<file path="config.mk">
export PLATFORM = sky130hd
export DESIGN_NAME = dcpu_core
export DESIGN_NICKNAME = d
export VERILOG_FILES = /design/src/rtl/dcpu_pkg.sv /design/src/rtl/dcpu_bcd_alu.sv /design/src/rtl/dcpu_ctrl.sv /design/src/rtl/dcpu_core.sv
export SDC_FILE = /design/constraint.sdc
export NUM_CORES = 1
export LEC_CHECK = 0
export BUFFER_PORTS_ARGS = -buffer_cell sky130_fd_sc_hd__buf_2
export CORE_ASPECT_RATIO = 1.4
export CORE_MARGIN = 2
export CORE_UTILIZATION = 45
export CTS_CLUSTER_SIZE = 24
export DETAILED_ROUTE_END_ITERATION = 10
export PLACE_DENSITY = 0.72
export SLEW_MARGIN = 30
export SYNTH_ARGS = -nofsm -noshare
export SYNTH_HDL_FRONTEND = slang
export SYNTH_SLANG_ARGS = --single-unit
</file>
<file path="constraint.sdc">
create_clock -name clk -period 2.3 [get_ports clk]
set_input_delay 0.46 -clock clk [delete_from_list [all_inputs] [get_ports clk]]
set_output_delay 0.46 -clock clk [all_outputs]
set_load 0.005 [all_outputs]
</file>
<file path="src/rtl/dcpu_pkg.sv">
package dcpu_pkg;
  localparam int WORD_DIGITS = 3;
  localparam int ADDR_DIGITS = 2;
  localparam int WORD_W      = 4 * WORD_DIGITS;
  localparam int ADDR_W      = 4 * ADDR_DIGITS;
  localparam int OPC_W       = WORD_W - ADDR_W;

  typedef logic [WORD_W-1:0] word_t;
  typedef logic [ADDR_W-1:0] addr_t;
  typedef logic [OPC_W-1:0]  opc_t;

  localparam opc_t OP_HLT = opc_t'(0);
  localparam opc_t OP_ADD = opc_t'(1);
  localparam opc_t OP_SUB = opc_t'(2);
  localparam opc_t OP_STA = opc_t'(3);
  localparam opc_t OP_LDA = opc_t'(5);
  localparam opc_t OP_BR  = opc_t'(6);
  localparam opc_t OP_BRZ = opc_t'(7);
  localparam opc_t OP_BRP = opc_t'(8);

  typedef enum logic [3:0] {
    ST_IDLE, ST_FADR, ST_FWAIT, ST_FRD, ST_FIR, ST_DEC,
    ST_XWAIT, ST_XRD, ST_XALU, ST_STW, ST_HALT
  } state_t;

  typedef enum logic [1:0] { ALU_PASS, ALU_ADD, ALU_SUB } alu_op_t;

  // BCD increment with wrap from all nines to zero
  function automatic addr_t addr_inc(addr_t a);
    addr_t      r;
    logic       c;
    logic [3:0] d;
    c = 1'b1;
    for (int i = 0; i < ADDR_DIGITS; i++) begin
      d = a[4*i +: 4];
      if (c) begin
        if (d == 4'd9) d = 4'd0;
        else begin
          d = d + 4'd1;
          c = 1'b0;
        end
      end
      r[4*i +: 4] = d;
    end
    return r;
  endfunction

  function automatic logic word_is_bcd(word_t w);
    logic ok;
    ok = 1'b1;
    for (int i = 0; i < WORD_DIGITS; i++)
      if (w[4*i +: 4] > 4'd9) ok = 1'b0;
    return ok;
  endfunction
endpackage

</file>
<file path="src/rtl/dcpu_bcd_alu.sv">
module dcpu_bcd_alu
  import dcpu_pkg::*;
(
  input  alu_op_t op,
  input  word_t   a,
  input  word_t   b,
  output word_t   y,
  output logic    neg
);
  // carry for add, borrow for subtract
  logic [WORD_DIGITS:0] cy;
  assign cy[0] = 1'b0;

  for (genvar gi = 0; gi < WORD_DIGITS; gi++) begin : g_digit
    logic [3:0] da, db, dig;
    logic [4:0] sum, dif;
    logic       co;

    assign da = a[4*gi +: 4];
    assign db = b[4*gi +: 4];

    always_comb begin
      sum = {1'b0, da} + {1'b0, db} + {4'd0, cy[gi]};
      dif = {1'b0, da} - {1'b0, db} - {4'd0, cy[gi]};
      dig = db;
      co  = 1'b0;
      case (op)
        ALU_ADD: begin
          if (sum > 5'd9) begin
            dig = sum[3:0] + 4'd6;
            co  = 1'b1;
          end else begin
            dig = sum[3:0];
          end
        end
        ALU_SUB: begin
          if (dif[4]) begin
            dig = dif[3:0] + 4'd10;
            co  = 1'b1;
          end else begin
            dig = dif[3:0];
          end
        end
        default: begin
          dig = db;
          co  = 1'b0;
        end
      endcase
    end

    assign y[4*gi +: 4] = dig;
    assign cy[gi+1]     = co;
  end

  assign neg = (op == ALU_SUB) && cy[WORD_DIGITS];
endmodule

</file>
<file path="src/rtl/dcpu_ctrl.sv">
module dcpu_ctrl
  import dcpu_pkg::*;
(
  input  logic    clk,
  input  logic    rst_s,
  input  logic    run,
  input  opc_t    opc,
  input  logic    acc_zero,
  input  logic    acc_neg,
  output logic    ld_mar_pc,
  output logic    ld_mar_ir,
  output logic    pc_inc,
  output logic    pc_load,
  output logic    ld_mdr,
  output logic    ld_ir,
  output logic    ld_acc,
  output alu_op_t alu_op,
  output logic    mem_we,
  output logic    halted,
  output logic    illegal,
  output logic    idle
);
  state_t state_q, state_d;
  logic   ill_q, set_ill;

  always_comb begin
    state_d   = state_q;
    ld_mar_pc = 1'b0;
    ld_mar_ir = 1'b0;
    pc_inc    = 1'b0;
    pc_load   = 1'b0;
    ld_mdr    = 1'b0;
    ld_ir     = 1'b0;
    ld_acc    = 1'b0;
    mem_we    = 1'b0;
    set_ill   = 1'b0;
    alu_op    = ALU_PASS;
    case (state_q)
      ST_IDLE:  if (run) state_d = ST_FADR;
      ST_FADR: begin
        ld_mar_pc = 1'b1;
        pc_inc    = 1'b1;
        state_d   = ST_FWAIT;
      end
      ST_FWAIT: state_d = ST_FRD;
      ST_FRD: begin
        ld_mdr  = 1'b1;
        state_d = ST_FIR;
      end
      ST_FIR: begin
        ld_ir   = 1'b1;
        state_d = ST_DEC;
      end
      ST_DEC: begin
        ld_mar_ir = 1'b1;
        state_d   = ST_IDLE;
        case (opc)
          OP_HLT:                 state_d = ST_HALT;
          OP_ADD, OP_SUB, OP_LDA: state_d = ST_XWAIT;
          OP_STA:                 state_d = ST_STW;
          OP_BR:                  pc_load = 1'b1;
          OP_BRZ:                 pc_load = acc_zero && !acc_neg;
          OP_BRP:                 pc_load = !acc_zero && !acc_neg;
          default: begin
            state_d = ST_HALT;
            set_ill = 1'b1;
          end
        endcase
      end
      ST_XWAIT: state_d = ST_XRD;
      ST_XRD: begin
        ld_mdr  = 1'b1;
        state_d = ST_XALU;
      end
      ST_XALU: begin
        ld_acc  = 1'b1;
        alu_op  = (opc == OP_ADD) ? ALU_ADD :
                  (opc == OP_SUB) ? ALU_SUB : ALU_PASS;
        state_d = ST_IDLE;
      end
      ST_STW: begin
        mem_we  = 1'b1;
        state_d = ST_IDLE;
      end
      ST_HALT:  state_d = ST_HALT;
      default:  state_d = ST_HALT;
    endcase
  end

  always_ff @(posedge clk or negedge rst_s) begin
    if (!rst_s) begin
      state_q <= ST_IDLE;
      ill_q   <= 1'b0;
    end else begin
      state_q <= state_d;
      if (set_ill) ill_q <= 1'b1;
    end
  end

  assign halted  = (state_q == ST_HALT);
  assign illegal = ill_q;
  assign idle    = (state_q == ST_IDLE);

  AST_HALT_STICKY: assert property (@(posedge clk) disable iff (!rst_s)
    halted |=> halted);
  AST_ILLEGAL_HALTS: assert property (@(posedge clk) disable iff (!rst_s)
    illegal |-> halted);
  AST_NO_WRITE_HALTED: assert property (@(posedge clk) disable iff (!rst_s)
    halted |-> !mem_we);
endmodule

</file>
<file path="src/rtl/dcpu_core.sv">
module dcpu_core
  import dcpu_pkg::*;
(
  input  logic                clk,
  input  logic                rst_n,
  input  logic                run,
  output logic [ADDR_W-1:0]   mem_addr,
  output logic [WORD_W-1:0]   mem_wdata,
  input  logic [WORD_W-1:0]   mem_rdata,
  output logic                mem_we,
  output logic                halted,
  output logic                illegal,
  output logic [WORD_W-1:0]   acc,
  output logic                acc_neg
);
  logic [1:0] rst_pipe;
  logic       rst_s;

  always_ff @(posedge clk or negedge rst_n) begin
    if (!rst_n) rst_pipe <= 2'b00;
    else        rst_pipe <= {rst_pipe[0], 1'b1};
  end
  assign rst_s = rst_pipe[1];

  addr_t   pc_q, mar_q;
  word_t   mdr_q, ir_q, acc_q, alu_y;
  logic    neg_q, alu_neg;
  logic    ld_mar_pc, ld_mar_ir, pc_inc, pc_load, ld_mdr, ld_ir, ld_acc;
  logic    idle;
  alu_op_t alu_op;
  opc_t    opc;
  addr_t   ir_addr;

  assign opc     = ir_q[WORD_W-1:ADDR_W];
  assign ir_addr = ir_q[ADDR_W-1:0];

  dcpu_ctrl u_ctrl (
    .clk       (clk),
    .rst_s     (rst_s),
    .run       (run),
    .opc       (opc),
    .acc_zero  (acc_q == '0),
    .acc_neg   (neg_q),
    .ld_mar_pc (ld_mar_pc),
    .ld_mar_ir (ld_mar_ir),
    .pc_inc    (pc_inc),
    .pc_load   (pc_load),
    .ld_mdr    (ld_mdr),
    .ld_ir     (ld_ir),
    .ld_acc    (ld_acc),
    .alu_op    (alu_op),
    .mem_we    (mem_we),
    .halted    (halted),
    .illegal   (illegal),
    .idle      (idle)
  );

  dcpu_bcd_alu u_alu (
    .op  (alu_op),
    .a   (acc_q),
    .b   (mdr_q),
    .y   (alu_y),
    .neg (alu_neg)
  );

  always_ff @(posedge clk or negedge rst_s) begin
    if (!rst_s) begin
      pc_q  <= '0;
      mar_q <= '0;
      mdr_q <= '0;
      ir_q  <= '0;
      acc_q <= '0;
      neg_q <= 1'b0;
    end else begin
      if (ld_mar_pc)      mar_q <= pc_q;
      else if (ld_mar_ir) mar_q <= ir_addr;
      if (pc_inc)         pc_q  <= addr_inc(pc_q);
      else if (pc_load)   pc_q  <= ir_addr;
      if (ld_mdr)         mdr_q <= mem_rdata;
      if (ld_ir)          ir_q  <= mdr_q;
      if (ld_acc) begin
        acc_q <= alu_y;
        neg_q <= alu_neg;
      end
    end
  end

  assign mem_addr  = mar_q;
  assign mem_wdata = acc_q;
  assign acc       = acc_q;
  assign acc_neg   = neg_q;

  AST_IDLE_HOLD: assert property (@(posedge clk) disable iff (!rst_s)
    (idle && !run) |=> ($stable(acc_q) && !mem_we));
  AST_ACC_DECIMAL: assert property (@(posedge clk) disable iff (!rst_s)
    word_is_bcd(acc_q));
  AST_NEG_NONZERO: assert property (@(posedge clk) disable iff (!rst_s)
    neg_q |-> (acc_q != '0));
  AST_PC_DECIMAL: assert property (@(posedge clk) disable iff (!rst_s)
    pc_inc |=> (pc_q[3:0] <= 4'd9 && pc_q[ADDR_W-1:ADDR_W-4] <= 4'd9));
endmodule

</file>
Yosys cells after proc, flatten, opt, wreduce, memory -nomap -nowiden

Cells that the tools add are included.

Multipliers: 0
Divide/modulo/power cells: 0
Bitwise logic cells: 0
$add $sub $neg: 18
Muxes and demuxes: 43
Equal/unequal tests: 23
Magnitude comparators: 3
Reduce and logical (&&, ||, !) cells: 16
Shift operators: 0

Operator list:

| operator              | count |
|---|---|
| $mux W4               | 10 |
| $pmux W4 S9           | 1 |
| $mux W8               | 4 |
| $eq A4 B3 Y1 const B  | 7 |
| $eq A4 B4 Y1 const B  | 6 |
| $pmux W4 S2           | 3 |
| $mux W1               | 17 |
| $eq A4 B2 Y1 const B  | 4 |
| $add A4 B4 Y5         | 3 |
| $gt A5 B4 Y1 const B  | 3 |
| $sub A4 B4 Y5         | 3 |
| $add A4 B3 Y4 const B | 3 |
| $add A4 B4 Y4 const B | 3 |
| $logic_not A12 Y1     | 1 |
| $pmux W4 S3           | 1 |
| $add A5 B1 Y5         | 2 |
| $sub A5 B1 Y5         | 2 |
| $add A4 B1 Y4 const B | 2 |
| $eq A4 B1 Y1 const B  | 2 |
| $logic_not A4 Y1      | 2 |
| $reduce_or A8 Y1      | 1 |
| $mux W2               | 3 |
| $pmux W1 S2           | 3 |
| $reduce_or A3 Y1      | 2 |
| 10 further kinds      | 15 |

ROM bits: 0
Latch bits: 0
Input bits: 15
Memories: 0
Logic and storage cells: 113
Output and inout port bits: 36
Bits in registers: 60
Memory bits (writable): 0

Depth between registers and ports, before layout

Depth in word-level cells: 15
Depth in mapped cells: 28
Gate-level depth less buffers: 27

Modules after synthesis

Synthesis repeated with hierarchy kept, for this count alone.

Cells, all modules: 460
Area, all modules: 4,534.3 um^2

By module, submodules not included:

| module       | instances | cells an instance | seq. area each (um^2) | area each (um^2) |
|---|---|---|---|---|
| dcpu_core    | 1         | 194               | 1,376.3               | 2,443.6 |
| dcpu_bcd_alu | 1         | 204               | 0.0                   | 1,642.8 |
| dcpu_ctrl    | 1         | 62                | 125.1                 | 447.9 |

Worst setup path before layout

Ideal clock, no wire load.

Kind: flip-flop to flip-flop
Start point: register u_ctrl.state_q[2]
End point: register acc_q[10], in the netlist acc[10]
Buffers on the path: 1
Library setup time: 0.082 ns
Stages on the path, launching flop included: 28
Data arrival time: 6.208 ns
Period minus slack after synthesis: 6.290 ns
Required time: 2.218 ns
Path slack: -3.990 ns
Cell sequence: dfrtp_1 > clkbuf_1 > nand2b_1 > or3_1 > or4_1 > ha_1 > inv_1 > nor2_1 > nand2_1 > o21a_1 > inv_1 > fa_1 > fa_1 > xnor2_1 > o221ai_1 > a21oi_1 > a311oi_1 > o22a_1 > inv_1 > fa_1 > fa_1 > xnor2_1 > inv_1 > ha_1 > o21ai_1 > a21boi_1 > mux2_1 > a31oi_1

Longest elaborated chain between the ends: 12
Elaborated cells between the ends (all ways): 20
Classes of those cells: add/sub: 6; order compare: 2; eq/ne: 3; mux: 9

RTL lines:

| element                                        | line                                   | text |
|---|---|---|
| start: declaration                             | dcpu_ctrl.sv:23                        | `state_t state_q, state_d;` |
| start signal: assignment                       | dcpu_ctrl.sv:95                        | `state_q <= state_d;` |
| $eq A4 B4 Y1 (*)                               | dcpu_ctrl.sv:38                        | `case (state_q)` |
| $mux W2                                        | dcpu_ctrl.sv:38                        |  |
| $eq A2 B2 Y1 or $eq A2 B1 Y1 (tied branches)   | dcpu_bcd_alu.sv:27                     | `case (op)` |
| $pmux W1 S2                                    | dcpu_bcd_alu.sv:27                     |  |
| $add A5 B1 Y5                                  | dcpu_bcd_alu.sv:23                     | `sum = {1'b0, da} + {1'b0, db} + {4'd0, cy[gi]};` |
| $gt A5 B4 Y1                                   | dcpu_bcd_alu.sv:29                     | `if (sum > 5'd9) begin` |
| $mux W1                                        | dcpu_bcd_alu.sv:29                     |  |
| $pmux W1 S2                                    | dcpu_bcd_alu.sv:27                     |  |
| $sub A5 B1 Y5 or $add A5 B1 Y5 (tied branches) | dcpu_bcd_alu.sv:24, dcpu_bcd_alu.sv:23 |  |
| $add A4 B4 Y4 (tied with other cells)          | dcpu_bcd_alu.sv:38                     | `dig = dif[3:0] + 4'd10;` |
| $mux W4 (on tied branches)                     | dcpu_bcd_alu.sv:37, dcpu_bcd_alu.sv:29 |  |
| $pmux W4 S2                                    | dcpu_bcd_alu.sv:27                     |  |
| end signal: assignment                         | dcpu_core.sv:82                        | `acc_q <= alu_y;` |
| end: declaration                               | dcpu_core.sv:26                        | `word_t mdr_q, ir_q, acc_q, alu_y;` |

Every way passes the cells marked *; elsewhere a longest branch is shown, timed or not.
A chain may end at the register's enable or synchronous reset.

Worst setup path in the final report

Ends and elaborated chain as after synthesis.

==> summary.md <==
| Metric | Value |
|---|---|
| Outcome | finished, violations left |
| Failing checks | setup timing |
| Time the final worst path needs with I/O delays and setup | 5.688 ns |
| Clk Latency, worst-skew pair | 0.33 ns |
| Final weighted congestion in routability-driven placement | 0.9499 |
| Synth Area in XOR/XNOR | 0.04271 |
| Distinct cell type count after synthesis | 68 |
| Remaining global-route overflow | 0 |
| Full die area | 10,850 sq um |
| Required time of the critical path | 2.55 ns |
| Uppermost layer routed | met4 |
| Design Area, Final | 6477 sq um |
| Compound-Gate Fraction of Synth Area | 0.1794 |
| Clock Tree Buf Depth | 2 |
| Met2 wire length | 7582 um |
| Final max-slew violation count | 0 |
| Sequential standard cell area | 1503 sq um |
| Total vias in the final route | 4,328 |
| Syn Std Cell Area | 4512 sq um |
| Critical path endpoint category | flop |
| DRC violation count after routing | 0 |
| Overall global routing resource usage | 0.2628 |
| Final Cycle Share | 2.473 |
| Largest cells by area after synthesis | sky130_fd_sc_hd__dfrtp_1, sky130_fd_sc_hd__ha_1, sky130_fd_sc_hd__mux2_2 |
| Proportion of synthesized chip area in sequential cells | 0.3328 |
| Dominant synthesized flop cell | sky130_fd_sc_hd__dfrtp_1 |
| PortBufs | 50 |
| Post-layout net count | 684 |
| Die extent in x | 88.63 um |
| Longest individual stage delay on the worst path | 0.53 ns |
| Drt wl/cell | 18.42 um |
| Fraction of post-synthesis cell area in the top cell type by area | 0.3328 |
| Deepest level of the CTS H-tree | 3 |
| Synthesized Nets | 535 |
| Top post-synthesis cells by count | sky130_fd_sc_hd__dfrtp_1, sky130_fd_sc_hd__ha_1, sky130_fd_sc_hd__inv_1 |
| Layout cell share with drive strength beyond 1 | 0.4444 |
| Placed wire-length estimate after detailed placement | 9629 um |
| Via density | 5.658 |
| Fraction of the mapped netlist area in adder cells | 0.1387 |
| Proportion of synthesized area in mux cells | 0.09429 |
| Number of enable flip-flop cells after synthesis | 0 |
| Count of state elements after synthesis | 60 |
| Standard-cell rows | 43 |
| Worst path most repeated cell | sky130_fd_sc_hd__fa_2 |
| TritonCTS clock tree | yes |
| Setup repair after global routing missed its margin | yes |
| Cell taking the most area after synthesis | sky130_fd_sc_hd__dfrtp_1 |
| Critical Path Start Type | flop |
| Post-place instance area | 5653 sq um |
| Effective utilization at floorplan | 0.4583 |
| Number of max-cap violations | 0 |
| Ys async rst share | 1.000 |
| Ports placed on the boundary | 51 |
| Worst setup path class | flop to flop |
| Hold/Removal Path Class | flop to asynchronous set/reset pin |
| Post-route ant nets | 0 |
| Standard cell core area | 9846 sq um |
| # diodes | 0 |
| Largest driver fanout on the critical path | 4 |
| Synth Warn # | 0 |
| Area delta synth->final | 43.57% |
| Final number of setup-violating endpoints | 13 |
| Global-route wire length before repair | 21,790 um |
| Footprint of the multi-input gates | 3070 sq um |
| Avg Inst Size Synth | 9.479 sq um |
| Filler Cells Inserted | 719 |
| Most common cell in the synthesized netlist | sky130_fd_sc_hd__dfrtp_1 |
| Clock Tree Root | sky130_fd_sc_hd__clkbuf_16 |
| Number of buffers created by CTS | 9 |
| Number of instances in the synthesized netlist | 476 |
| Final Worst Setup Slack | -3.388 ns |
| Clock-pin slew of the registers on the worst-case setup and hold paths | 0.05 ns |
| Highest attainable clock frequency | 175.8 MHz |
| Worst-Margin Slew | 0.7345 ns |
| Sum of met3 wire segment lengths after detailed routing | 652 um |
| Die span in y | 122.5 um |
| Critical path's slowest cell | sky130_fd_sc_hd__or4_4 |
| Final clock skew | 0.005823 ns |
| Dominant combinational cell family by area after synthesis | compound AO/OA/AOI/OAI gates |
| Number of iterations in the first detailed-routing pass | 5 |
| Total routed wire length on the met1 layer | 5000 um |
| Routed WL | 14,090 um |
| Vias in the first global route | 4,534 |
| CTS Sinks | 60 |
| Detailed router's first-iteration violation count | 252 |
| Slew Limit Headroom | 0.5104 |
| Hold Violations, Final | 0 |
| Synth Area in Simple Gates | 0.1345 |
| Crit path DAT | 5.93 ns |
| Maximum number of pins on one net before global-route repair | 32 |
| Number of antenna violations at the first check in global routing | 0 |
## layout by cell type, fill, tap and decap left out, types with 7 or more instances in the layout
| cell | n |
|---|---|
| sky130_fd_sc_hd__mux2_1 | 10 |
| sky130_fd_sc_hd__ha_1 | 28 |
| sky130_fd_sc_hd__dfrtp_1 | 59 |
| sky130_fd_sc_hd__inv_1 | 33 |
| sky130_fd_sc_hd__buf_4 | 108 |
| sky130_fd_sc_hd__buf_6 | 8 |
| sky130_fd_sc_hd__buf_2 | 50 |
| sky130_fd_sc_hd__mux2_2 | 18 |
| sky130_fd_sc_hd__nand2_1 | 27 |
| sky130_fd_sc_hd__nand2b_1 | 12 |
| sky130_fd_sc_hd__o21ai_1 | 10 |
| sky130_fd_sc_hd__mux2i_1 | 11 |
| sky130_fd_sc_hd__xnor2_2 | 7 |
| sky130_fd_sc_hd__a31oi_1 | 8 |
| sky130_fd_sc_hd__o21ai_0 | 11 |
| sky130_fd_sc_hd__clkbuf_16 | 9 |
| sky130_fd_sc_hd__nor2b_1 | 7 |
| sky130_fd_sc_hd__a21oi_1 | 29 |
| sky130_fd_sc_hd__nor2_1 | 25 |
| sky130_fd_sc_hd__fa_2 | 9 |
## repair_timing
action / in CTS / in global routing
endpoints found under the setup margin: 17 / 18
setup buffers: 8 / 13
hold buffers: 1 / 0
pin swaps: 21 / 13
hold endpoints to repair: 2 / 0
cloned: 1 / 0
gates resized for setup: 47 / 18
## metrics by stage
step | util | hold WS [ns] | worst slack [ns] | cells | setup TNS (ns)
floorplan | - | 0.1644 | -3.325 | 476 | -22.40
global placement | 0.5742 | 0.2452 | -3.292 | 729 | -22.81
detailed placement | 0.5742 | 0.2448 | -3.497 | 729 | -24.17
CTS | 0.6381 | 0.3461 | -3.390 | 754 | -23.50
global route | 0.6579 | 0.3564 | -3.616 | 765 | -25.92
finish | 0.6579 | 0.3224 | -3.388 | 765 | -24.40
## per-layer routing
metal,up-vias,global-route usage
li1,1967,-
met4,0,0.1496
met3,67,0.04035
met5,-,0
met2,165,0.4841
met1,2129,0.2747
## cell families (layout without fill, tap and decap cells)
logic type / Yosys count / count (layout)
and+or+nand+nor: 113 / 113
buffers and inverters: 75 / 229
other: 1 / 1
muxes: 39 / 39
DFF: 60 / 60
AOI/OAI and AO/OA: 122 / 122
adders and majority gates: 44 / 44
xor gates and xnor gates: 22 / 22
## worst paths after layout
check / cells after the start / start / slack, ns / end
worst max register to register: 27 / u_ctrl.state_q[2]$_DFFE_PN0P_ / -3.39 / acc[10]$_DFFE_PN0P_
worst max-delay path: 27 / u_ctrl.state_q[2]$_DFFE_PN0P_ / -3.39 / acc[10]$_DFFE_PN0P_
max in group asynchronous: 1 / rst_pipe[1]$_DFF_PN0_ / 1.35 / mem_addr[7]$_DFFE_PN0P_
worst min-delay path: 0 / rst_pipe[1]$_DFF_PN0_ / 0.32 / mem_addr[5]$_DFFE_PN0P_
min in group clk: 2 / mem_rdata[8] / 0.36 / mdr_q[8]$_DFFE_PN0P_
worst min register to register: 0 / rst_pipe[1]$_DFF_PN0_ / 0.32 / mem_addr[5]$_DFFE_PN0P_
## final cells by class
| class | count | area share |
|---|---|---|
| timing repair buffer | 173 | 0.1990 |
| clock buffer | 10 | 0.03535 |
| inverter | 40 | 0.02357 |
| tap | 135 | 0.02608 |
| sequential | 60 | 0.2320 |
| multi-input combinational | 341 | 0.4740 |
| clock inverter | 6 | 0.01004 |
## worst max-delay path: cells and delay by family, from the launching register on
kind,cells,cell delay (ns)
flops,1,0.38
mux,1,0.32
xor+xnor,2,0.34
compound gates,6,1.06
fa+ha+maj,6,1.83
buf+inv,6,0.46
simple gates,6,1.21
## sequential cells by signal, summed over array words and instances, names as in the netlist
name and flops:
mdr_q 12, u_ctrl.state_q 4, rst_pipe 2, acc_neg 1, ir_q 12, acc 12, mem_addr 8, u_ctrl.illegal 1
pc_q 8
Power is not shown: default switching activity piles up to over one toggle a cycle in this logic, so the estimate is an artifact.
